<file path="config.mk">
export PLATFORM = sky130hd
export DESIGN_NAME = rst_cause_ctl
export DESIGN_NICKNAME = d
export VERILOG_FILES = /design/src/rtl/rcc_pkg.sv /design/src/rtl/rcc_req_gate.sv /design/src/rtl/rcc_stretch.sv /design/src/rtl/rcc_csr.sv /design/src/rtl/rst_cause_ctl.sv
export SDC_FILE = /design/constraint.sdc
export NUM_CORES = 1
export LEC_CHECK = 0
export BUFFER_PORTS_ARGS = -buffer_cell sky130_fd_sc_hd__buf_2
export CELL_PAD_IN_SITES_DETAIL_PLACEMENT = 0
export CELL_PAD_IN_SITES_GLOBAL_PLACEMENT = 1
export CORE_ASPECT_RATIO = 0.75
export CORE_UTILIZATION = 40
export CTS_CLUSTER_DIAMETER = 100
export DETAILED_ROUTE_END_ITERATION = 6
export GPL_TIMING_DRIVEN = 0
export MAX_ROUTING_LAYER = met4
export PLACE_DENSITY_LB_ADDON = 0.1
export SLEW_MARGIN = 20
export SYNTH_ARGS = -nofsm -noshare
export SYNTH_HDL_FRONTEND = slang
export SYNTH_SLANG_ARGS = --single-unit
</file>
<file path="constraint.sdc">
create_clock -name clk -period 3.91 [get_ports clk]
set_input_delay 0.5865 -clock clk [delete_from_list [all_inputs] [get_ports clk]]
set_output_delay 0.5865 -clock clk [all_outputs]
set_load 0.03 [all_outputs]
</file>
<file path="src/rtl/rcc_pkg.sv">
package rcc_pkg;
  localparam int REG_W   = 8;
  localparam int B_PIN   = 0;
  localparam int B_PWR   = 1;
  localparam int B_MCD   = 2;
  localparam int B_WDT   = 3;
  localparam int B_SW    = 4;
  localparam int B_CMP   = 5;
  localparam int B_FLASH = 6;
  localparam int B_USB   = 7;

  // rank 0 is the highest priority
  function automatic int prio_bit(input int rank);
    case (rank)
      0:       prio_bit = B_PIN;
      1:       prio_bit = B_PWR;
      2:       prio_bit = B_MCD;
      3:       prio_bit = B_WDT;
      4:       prio_bit = B_SW;
      5:       prio_bit = B_CMP;
      6:       prio_bit = B_USB;
      default: prio_bit = B_FLASH;
    endcase
  endfunction

  function automatic logic [REG_W-1:0] pick_cause(input logic [REG_W-1:0] act);
    logic [REG_W-1:0] r;
    r = '0;
    for (int k = REG_W - 1; k >= 0; k--)
      if (act[prio_bit(k)]) r = REG_W'(1) << prio_bit(k);
    return r;
  endfunction

  function automatic logic [REG_W-1:0] rmw_view(input logic [REG_W-1:0] flags,
                                                input logic e_usb, input logic e_cmp,
                                                input logic e_mcd, input logic e_vmon);
    logic [REG_W-1:0] v;
    v        = flags;
    v[B_USB] = e_usb;
    v[B_CMP] = e_cmp;
    v[B_SW]  = 1'b0;
    v[B_MCD] = e_mcd;
    v[B_PWR] = e_vmon;
    return v;
  endfunction
endpackage

</file>
<file path="src/rtl/rcc_req_gate.sv">
module rcc_req_gate
  import rcc_pkg::*;
(
  input  logic             req_pin,
  input  logic             req_supply,
  input  logic             mon_ready,
  input  logic             req_clkloss,
  input  logic             req_wdog,
  input  logic             req_cmp_n,
  input  logic             req_usb,
  input  logic             req_flash,
  input  logic             sw_req,
  input  logic             en_usb,
  input  logic             en_cmp,
  input  logic             en_mcd,
  input  logic             en_vmon,
  output logic [REG_W-1:0] act
);
  always_comb begin
    act          = '0;
    act[B_PIN]   = req_pin;
    act[B_PWR]   = req_supply & mon_ready & en_vmon;
    act[B_MCD]   = req_clkloss & en_mcd;
    act[B_WDT]   = req_wdog;
    act[B_SW]    = sw_req;
    act[B_CMP]   = ~req_cmp_n & en_cmp;
    act[B_FLASH] = req_flash;
    act[B_USB]   = req_usb & en_usb;
  end
endmodule

</file>
<file path="src/rtl/rcc_stretch.sv">
module rcc_stretch #(
  parameter int STRETCH_CYC = 16
) (
  input  logic clk,
  input  logic por_n,
  input  logic any_act,
  output logic sys_rst
);
  localparam int CNT_W = $clog2(STRETCH_CYC + 1);
  localparam logic [CNT_W-1:0] LOAD = CNT_W'(STRETCH_CYC);

  logic [CNT_W-1:0] cnt;

  always_ff @(posedge clk or negedge por_n) begin
    if (!por_n)              cnt <= LOAD;
    else if (any_act)        cnt <= LOAD;
    else if (cnt != '0)      cnt <= cnt - 1'b1;
  end

  assign sys_rst = (cnt != '0);
endmodule

</file>
<file path="src/rtl/rcc_csr.sv">
module rcc_csr
  import rcc_pkg::*;
(
  input  logic             clk,
  input  logic             por_n,
  input  logic             in_rst,
  input  logic             rd_en,
  input  logic             wr_en,
  input  logic             rmw,
  input  logic [REG_W-1:0] wdata,
  input  logic [REG_W-1:0] act,
  output logic [REG_W-1:0] rdata,
  output logic [REG_W-1:0] flags,
  output logic             en_usb,
  output logic             en_cmp,
  output logic             en_mcd,
  output logic             en_vmon,
  output logic             wr_ok,
  output logic             sw_req,
  output logic             take_cause
);
  assign wr_ok      = wr_en & ~in_rst;
  assign sw_req     = wr_ok & wdata[B_SW];
  assign take_cause = (|act) & ~in_rst;

  always_ff @(posedge clk or negedge por_n) begin
    if (!por_n) begin
      flags   <= REG_W'(1) << B_PWR;
      en_usb  <= 1'b0;
      en_cmp  <= 1'b0;
      en_mcd  <= 1'b0;
      en_vmon <= 1'b1;
    end else begin
      if (take_cause) flags <= pick_cause(act);
      if (wr_ok) begin
        en_usb  <= wdata[B_USB];
        en_cmp  <= wdata[B_CMP];
        en_mcd  <= wdata[B_MCD];
        en_vmon <= wdata[B_PWR];
      end
    end
  end

  always_comb begin
    if (!rd_en)   rdata = '0;
    else if (rmw) rdata = rmw_view(flags, en_usb, en_cmp, en_mcd, en_vmon);
    else          rdata = flags;
  end
endmodule

</file>
<file path="src/rtl/rst_cause_ctl.sv">
module rst_cause_ctl
  import rcc_pkg::*;
#(
  parameter int STRETCH_CYC = 16
) (
  input  logic             clk,
  input  logic             por_n,
  input  logic             req_pin,
  input  logic             req_supply,
  input  logic             mon_ready,
  input  logic             req_clkloss,
  input  logic             req_wdog,
  input  logic             req_cmp_n,
  input  logic             req_usb,
  input  logic             req_flash,
  input  logic             rd_en,
  input  logic             wr_en,
  input  logic             rmw,
  input  logic [REG_W-1:0] wdata,
  output logic [REG_W-1:0] rdata,
  output logic             sys_rst
);
  logic [REG_W-1:0] act_vec;
  logic [REG_W-1:0] cause_flags;
  logic             any_act;
  logic             take_cause;
  logic             wr_ok;
  logic             sw_req;
  logic             en_usb, en_cmp, en_mcd, en_vmon;
  logic [3:0]       en_vec;

  assign any_act = |act_vec;
  assign en_vec  = {en_usb, en_cmp, en_mcd, en_vmon};

  rcc_req_gate u_gate (
    .req_pin(req_pin), .req_supply(req_supply), .mon_ready(mon_ready),
    .req_clkloss(req_clkloss), .req_wdog(req_wdog), .req_cmp_n(req_cmp_n),
    .req_usb(req_usb), .req_flash(req_flash), .sw_req(sw_req),
    .en_usb(en_usb), .en_cmp(en_cmp), .en_mcd(en_mcd), .en_vmon(en_vmon),
    .act(act_vec)
  );

  rcc_stretch #(.STRETCH_CYC(STRETCH_CYC)) u_stretch (
    .clk(clk), .por_n(por_n), .any_act(any_act), .sys_rst(sys_rst)
  );

  rcc_csr u_csr (
    .clk(clk), .por_n(por_n), .in_rst(sys_rst), .rd_en(rd_en), .wr_en(wr_en),
    .rmw(rmw), .wdata(wdata), .act(act_vec), .rdata(rdata), .flags(cause_flags),
    .en_usb(en_usb), .en_cmp(en_cmp), .en_mcd(en_mcd), .en_vmon(en_vmon),
    .wr_ok(wr_ok), .sw_req(sw_req), .take_cause(take_cause)
  );
endmodule

</file>
==> results of run 1 <==
worst max-delay path by stage:
stage / slack [ns] / cells after the start / from / to
final: 1.62 / 6 / u_stretch.cnt[0]$_DFFE_PN0P_ / sys_rst
after global routing: 1.52 / 6 / u_stretch.cnt[0]$_DFFE_PN0P_ / sys_rst
after CTS: 1.63 / 6 / u_stretch.cnt[0]$_DFFE_PN0P_ / sys_rst
after detailed placement: 1.97 / 6 / u_stretch.cnt[0]$_DFFE_PN0P_ / sys_rst
after global placement: 1.97 / 4 / rmw / rdata[2]
after floorplan: 1.96 / 3 / rmw / rdata[1]
kinds of logic (layout without fill, tap and decap cells):
family,count (synthesis),count (layout),share of synthesized area
AOI/OAI and AO/OA,13,13,0.126
xor gates and xnor gates,3,3,0.0282
adders and majority gates,2,2,0.0268
buffers and inverters,6,35,0.0376
DFF,17,17,0.460
muxes,9,9,0.107
and+or+nand+nor,32,32,0.213
metal layers:
layer	vias up	share of wire
met5	-	0
met4	0	0.013
met1	341	0.52
li1	355	-
met3	5	0.054
met2	20	0.41
flip-flops by register name, summed over array words and instances (netlist names):
register / cells
u_csr.en_mcd: 1
u_csr.en_usb: 1
u_stretch.cnt: 5
u_csr.en_vmon: 1
u_csr.en_cmp: 1
u_csr.flags: 8
per-stage QoR:
| stage | total power, uW | instances |
|---|---|---|
| 6_report | 587 | 135 |
| 5_1_grt | 634 | 135 |
| 4_1_cts | 596 | 135 |
| 3_5_place_dp | 499 | 131 |
| 3_3_place_gp | 494 | 131 |
| 2_1_floorplan | 436 | 82 |
report_power, final:
part           switching [uW]  internal (uW)  total (uW)  leakage [uW]
sequential               40.1            235         275      0.000215
combinational             113            104         217      0.000303
clock                    56.8           38.1        95.0     0.0000177
total                     210            377         587      0.000535
area by class of cell:
class,count,area [sq um]
multi-input cells,59,468
flip-flops and latches,17,429
clock inverters,1,5.00
well taps,24,30.0
repair buffers,25,125
inverters,4,20.0
clock buffers,3,22.5
fillers,196,987
plain buffers,2,15.0
cell usage in the layout, fill, tap and decap left out, types with 2 or more instances in the layout:
master	n
ha_1	2
nor2b_1	5
and2_1	5
nand4_1	2
a32o_1	3
mux2_2	4
a21oi_1	2
nor2_1	4
buf_2	25
nand3_1	2
mux2i_1	4
a22o_2	2
clkbuf_4	3
inv_1	3
dfrtp_1	14
dfstp_2	3
nand2_1	4
xnor2_1	3
nor3_1	4
==> results.sh, run 1 <==
export IMPL_cts_path_max_buffers=2
export IMPL_port_buffer_count=25
export IMPL_netlist_instances=82
export IMPL_drv_cap=0
export IMPL_grt_met3_usage=0.0627
export IMPL_syn_area_per_cell_sq_um=11.4
export IMPL_yosysMostFrequentCell="dfrtp_1"
export IMPL_synth_edf_count=0
export IMPL_cts_tree="yes"
export IMPL_ios=30
export IMPL_cpLargestDelayFamily="buffers and inverters"
export IMPL_path_clk_slew_ns=0.10
export IMPL_first_pass_iters=6
export IMPL_area_delta_synth_final_pct=19.6
export IMPL_dp_hpwl_um=1550
export IMPL_rows=14
export IMPL_slew_headroom=0.736
export IMPL_async_flop_share=1.00
export IMPL_path_class="reg -> out"
export IMPL_top_usage_layer="met2"
export IMPL_start_util=0.443
export IMPL_arrival_ns=1.71
export IMPL_cts_sinks=17
export IMPL_place_gp_congestion=0.795
export IMPL_finalSetupTns_ns=0
export IMPL_r2r_cells=6
export IMPL_synth_warnings=0
export IMPL_fin_area_sq_mm=0.00111
export IMPL_fp_dieH_um=43.8
export IMPL_antennaDiodeCount=0
export IMPL_tightest_slew_ns=0.394
export IMPL_skew_ns=0.00805
export IMPL_cts_hold_buf=0
export IMPL_endpoint_kind="output port"
export IMPL_cts_resized=0
export IMPL_final_net_count=135
export IMPL_avgViaCountPerCell=5.34
export IMPL_period_share=0.587
export IMPL_setup_viol=0
export IMPL_synth_area_sq_um=932
export IMPL_detail_route_iter0_violations=27
export IMPL_grt_pass1_wl_um=3350
export IMPL_synthTopCellsByArea="dfrtp_1 38%, dfstp_2 8.5%, mux2_2 4.8%, mux2i_1 4.3%, and2_1 3.4%"
export IMPL_drive_gt1_frac=0.414
export IMPL_cts_buffers=3
export IMPL_drt_total_wl_um=1950
export IMPL_r2r_start="u_stretch.cnt[0]$_DFFE_PN0P_"
export IMPL_r2r_setup_slack_ns=2.03
export IMPL_preCtsSetupSlack_ns=1.97
export IMPL_rsz0062_at_grt="no"
export IMPL_antenna_found_initial=0
export IMPL_reg2reg_to="u_csr.flags[0]$_DFFE_PN0P_"
export IMPL_grt_remaining_overflow=0
export IMPL_worst_skew_pair_late_latency_ns=0.30
export IMPL_dieArea_sq_mm=0.00253
export IMPL_synth_seq_area_share=0.460
export IMPL_drv_slew=0
export IMPL_cts_root_buffer="clkbuf_4"
export IMPL_fin_util=0.530
export IMPL_synth_top_cell_area_share=0.376
export IMPL_grt_max_degree=18
export IMPL_ir_worst_vdd_v=0.000236
export IMPL_ys_ff_latch=17
export IMPL_hold_path_class="in -> async"
export IMPL_violations="DRC"
export IMPL_grtUsageTotal=0.189
export IMPL_critPathLaunchType="register"
export IMPL_use_met1=0.262
export IMPL_status="finished, violations left"
export IMPL_use_met2=0.263
export IMPL_synth_top_area_cell="dfrtp_1"
export IMPL_dr_total_vias=721
export IMPL_setup_ws_ns=1.62
export IMPL_post_route_min_period_ns=2.29
export IMPL_crit_buf_inv=4
export IMPL_final_hold_viol_count=0
export IMPL_antenna_left=0
export IMPL_synth_nets=105
export IMPL_path_cells="inv_1, ha_1, nor4b_4, buf_6, inv_6, buf_2"
export IMPL_fmax_mhz=436
export IMPL_drt_wirelength_per_cell_um=14.4
export IMPL_power_density_mw_per_mm2=527
export IMPL_drc=4
export IMPL_slowest_stage="dfrtp_1"
export IMPL_synth_common_cells="14 x dfrtp_1, 5 x and2_1, 5 x nor2b_1"
export IMPL_grt_pass1_vias=705
export IMPL_p_leak_uw=0.000535
export IMPL_core_area_sq_mm=0.00210
export IMPL_die_width_um=57.7
export IMPL_crit_fanout=10
export IMPL_synthDistinctLibCells=33
export IMPL_postCtsSetupBuffers=0
export IMPL_slowest_delay_ns=0.39
export IMPL_placed_area_sq_mm=0.00109
export IMPL_cts_max_level=1
export IMPL_worst_hold_slack_ns=0.191
export IMPL_synth_ff_type="dfrtp_1"
export IMPL_crit_required_ns=3.32
No activity file was read; power rests on OpenSTA's default activity.
==> inputs of run 2 (changes only) <==
--- a/config.mk
+++ b/config.mk
@@ -5,11 +5,12 @@
 export SDC_FILE = /design/constraint.sdc
 export NUM_CORES = 1
 export LEC_CHECK = 0
+export ABC_AREA = 1
 export BUFFER_PORTS_ARGS = -buffer_cell sky130_fd_sc_hd__buf_2
 export CELL_PAD_IN_SITES_DETAIL_PLACEMENT = 0
 export CELL_PAD_IN_SITES_GLOBAL_PLACEMENT = 1
 export CORE_ASPECT_RATIO = 0.75
-export CORE_UTILIZATION = 40
+export CORE_UTILIZATION = 32
 export CTS_CLUSTER_DIAMETER = 100
 export DETAILED_ROUTE_END_ITERATION = 6
 export GPL_TIMING_DRIVEN = 0
==> constraint.sdc (replaced) <==
create_clock -name clk -period 2.05 [get_ports clk]
set_input_delay 0.3075 -clock clk [delete_from_list [all_inputs] [get_ports clk]]
set_output_delay 0.3075 -clock clk [all_outputs]
set_load 0.03 [all_outputs]
==> results.sh, run 2 <==
export IMPL_dieArea_sq_mm=0.00341
export IMPL_cts_buffers=3
export IMPL_cts_hold_buf=1
export IMPL_syn_area_per_cell_sq_um=7.96
export IMPL_fp_dieH_um=50.9
export IMPL_finalSetupTns_ns=0
export IMPL_place_gp_congestion=0.800
export IMPL_grt_remaining_overflow=0
export IMPL_synth_top_area_cell="dfrtp_1"
export IMPL_die_width_um=67.1
export IMPL_largest_reg_flops=8
export IMPL_slew_headroom=0.741
export IMPL_critPathLaunchType="register"
export IMPL_drt_total_wl_um=2280
export IMPL_ios=30
export IMPL_core_area_sq_mm=0.00298
export IMPL_cts_path_max_buffers=2
export IMPL_synth_seq_area_share=0.421
export IMPL_path_cells="inv_1, ha_1, nand2_2, nor2_8, inv_1, buf_2"
export IMPL_post_route_min_period_ns=1.79
export IMPL_dp_hpwl_um=1760
export IMPL_postCtsSetupBuffers=0
export IMPL_setup_viol=0
export IMPL_cts_tree="yes"
export IMPL_status="complete, no violations"
export IMPL_synth_edf_count=0
export IMPL_detail_route_iter0_violations=20
export IMPL_crit_required_ns=1.74
export IMPL_grtUsageTotal=0.163
export IMPL_cts_resized=0
export IMPL_cts_sinks=17
export IMPL_layout_commonest_cell="nand2_1"
export IMPL_fin_cells=197
export IMPL_path_clk_slew_ns=0.06
export IMPL_drt_wirelength_per_cell_um=11.6
export IMPL_synthTopCellsByArea="dfrtp_1 34%, nand2_1 14%, dfstp_2 7.7%, nor2_1 5.5%, nand3_1 5.4%"
export IMPL_drv_slew=0
export IMPL_fill_cells=328
export IMPL_final_cell_mix="37 x nand2_1, 26 x buf_2, 15 x nor2_1"
export IMPL_area_delta_synth_final_pct=23.0
export IMPL_period_share=0.874
export IMPL_final_hold_viol_count=0
export IMPL_yosysMostFrequentCell="nand2_1"
export IMPL_dr_total_vias=874
export IMPL_skew_ns=0.0139
export IMPL_endpoint_kind="output port"
export IMPL_crit_top_cell="inv_1"
export IMPL_synth_top_cell_area_share=0.344
export IMPL_start_util=0.342
export IMPL_fmax_mhz=558
export IMPL_hold_depth=3
export IMPL_antennaDiodeCount=0
export IMPL_avgViaCountPerCell=4.44
export IMPL_arrival_ns=1.48
export IMPL_drv_cap=0
export IMPL_placed_cells=192
export IMPL_reg_largest_list="u_csr.flags: 8 flops, u_stretch.cnt: 5 flops"
export IMPL_grt_pass1_wl_um=3880
export IMPL_crit_cells=6
export IMPL_rsz0062_at_grt="no"
export IMPL_drive_gt1_frac=0.321
export IMPL_r2r_cells=9
export IMPL_synth_area_sq_mm=0.00102
export IMPL_async_flop_share=1.00
export IMPL_grt_max_degree=18
export IMPL_final_net_count=183
export IMPL_crit_buf_inv=3
export IMPL_cts_root_buffer="clkbuf_8"
export IMPL_synth_warnings=0
export IMPL_drc=0
export IMPL_synth_nets=151
export IMPL_synthDistinctLibCells=25
export IMPL_slowest_stage="dfrtp_1"
export IMPL_tightest_slew_ns=0.388
export IMPL_ys_ff_latch=17
export IMPL_rows=17
export IMPL_cts_max_level=1
export IMPL_synth_common_cells="37 x nand2_1, 15 x nor2_1, 14 x dfrtp_1"
export IMPL_ir_worst_vdd_v=0.000306
export IMPL_p_leak_uw=0.000692
export IMPL_slowest_delay_ns=0.40
export IMPL_antenna_left=0
export IMPL_synth_ff_type="dfrtp_1"
export IMPL_netlist_instances=128
export IMPL_grt_pass1_vias=818
export IMPL_hold_path_class="in -> reg"
export IMPL_first_pass_iters=4
export IMPL_largest_register="u_csr.flags"
export IMPL_worst_skew_pair_late_latency_ns=0.26
export IMPL_antenna_found_initial=0
export IMPL_cpLargestDelayFamily="flip-flops"
export IMPL_port_buffer_count=26
export IMPL_path_class="reg -> out"
export IMPL_power_density_mw_per_mm2=886
export IMPL_crit_fanout=10
run 2: cell families after synthesis:
family	synth area share
AOI/OAI and AO/OA	0.0430
xor gates and xnor gates	0.0258
adders and majority gates	0.0246
buffers and inverters	0.0700
DFF	0.421
and+or+nand+nor	0.415
run 2: through the flow:
stage	power (uW)	worst slack (ns)	hold slack (ns)	util	instance area [sq um]
floorplan	746	0.692	0.0119	-	1020
global placement	854	0.512	0.261	0.402	1200
detailed placement	860	0.513	0.260	0.402	1200
CTS	1120	0.228	0.267	0.421	1250
global route	1190	0.132	0.279	0.421	1250
finish	1110	0.259	0.274	0.421	1250
run 2: area by class of cell:
class | instances | area, sq um | share of cell area
repair buffers | 27 | 140 | 0.112
clock inverters | 1 | 5.00 | 0.00400
multi-input cells | 96 | 518 | 0.414
flip-flops and latches | 17 | 429 | 0.343
well taps | 38 | 47.5 | 0.0380
plain buffers | 2 | 22.5 | 0.0180
inverters | 13 | 48.8 | 0.0390
clock buffers | 3 | 41.3 | 0.0330
run 2: path summary, 6_finish.rpt:
path | from | end | slack [ns]
worst max register to register | u_stretch.cnt[0]$_DFFE_PN0P_ | u_csr.flags[6]$_DFFE_PN0P_ | 0.60
max in group asynchronous | por_n | u_csr.en_vmon$_DFFE_PN1N_ | 1.23
worst min register to register | u_csr.flags[1]$_DFFE_PN1P_ | u_csr.flags[1]$_DFFE_PN1P_ | 0.47
worst min-delay path | wdata[1] | u_csr.en_vmon$_DFFE_PN1N_ | 0.27
min in group asynchronous | por_n | u_stretch.cnt[2]$_DFFE_PN0P_ | 0.50
worst max-delay path | u_stretch.cnt[0]$_DFFE_PN0P_ | sys_rst | 0.26
run 2: worst reg2reg max path, cell delays in order (launching register included):
cell and delay, ns:
dfrtp_1 0.40, inv_1 0.10, ha_1 0.18, inv_1 0.05, nor2_2 0.09, nand4_2 0.12, nand3_2 0.13, nand2_2 0.13
nand2_1 0.10, nand2_1 0.05
run 2: per-layer routing:
layer	track usage	share of wire
met4	0.0426	0.0079
met2	0.250	0.43
met5	-	0
met3	0.0402	0.058
met1	0.214	0.50
run 2: power breakdown:
part	internal, uW	switching [uW]
clock	135	124
combinational	130	229
sequential	425	65.5
total	691	419
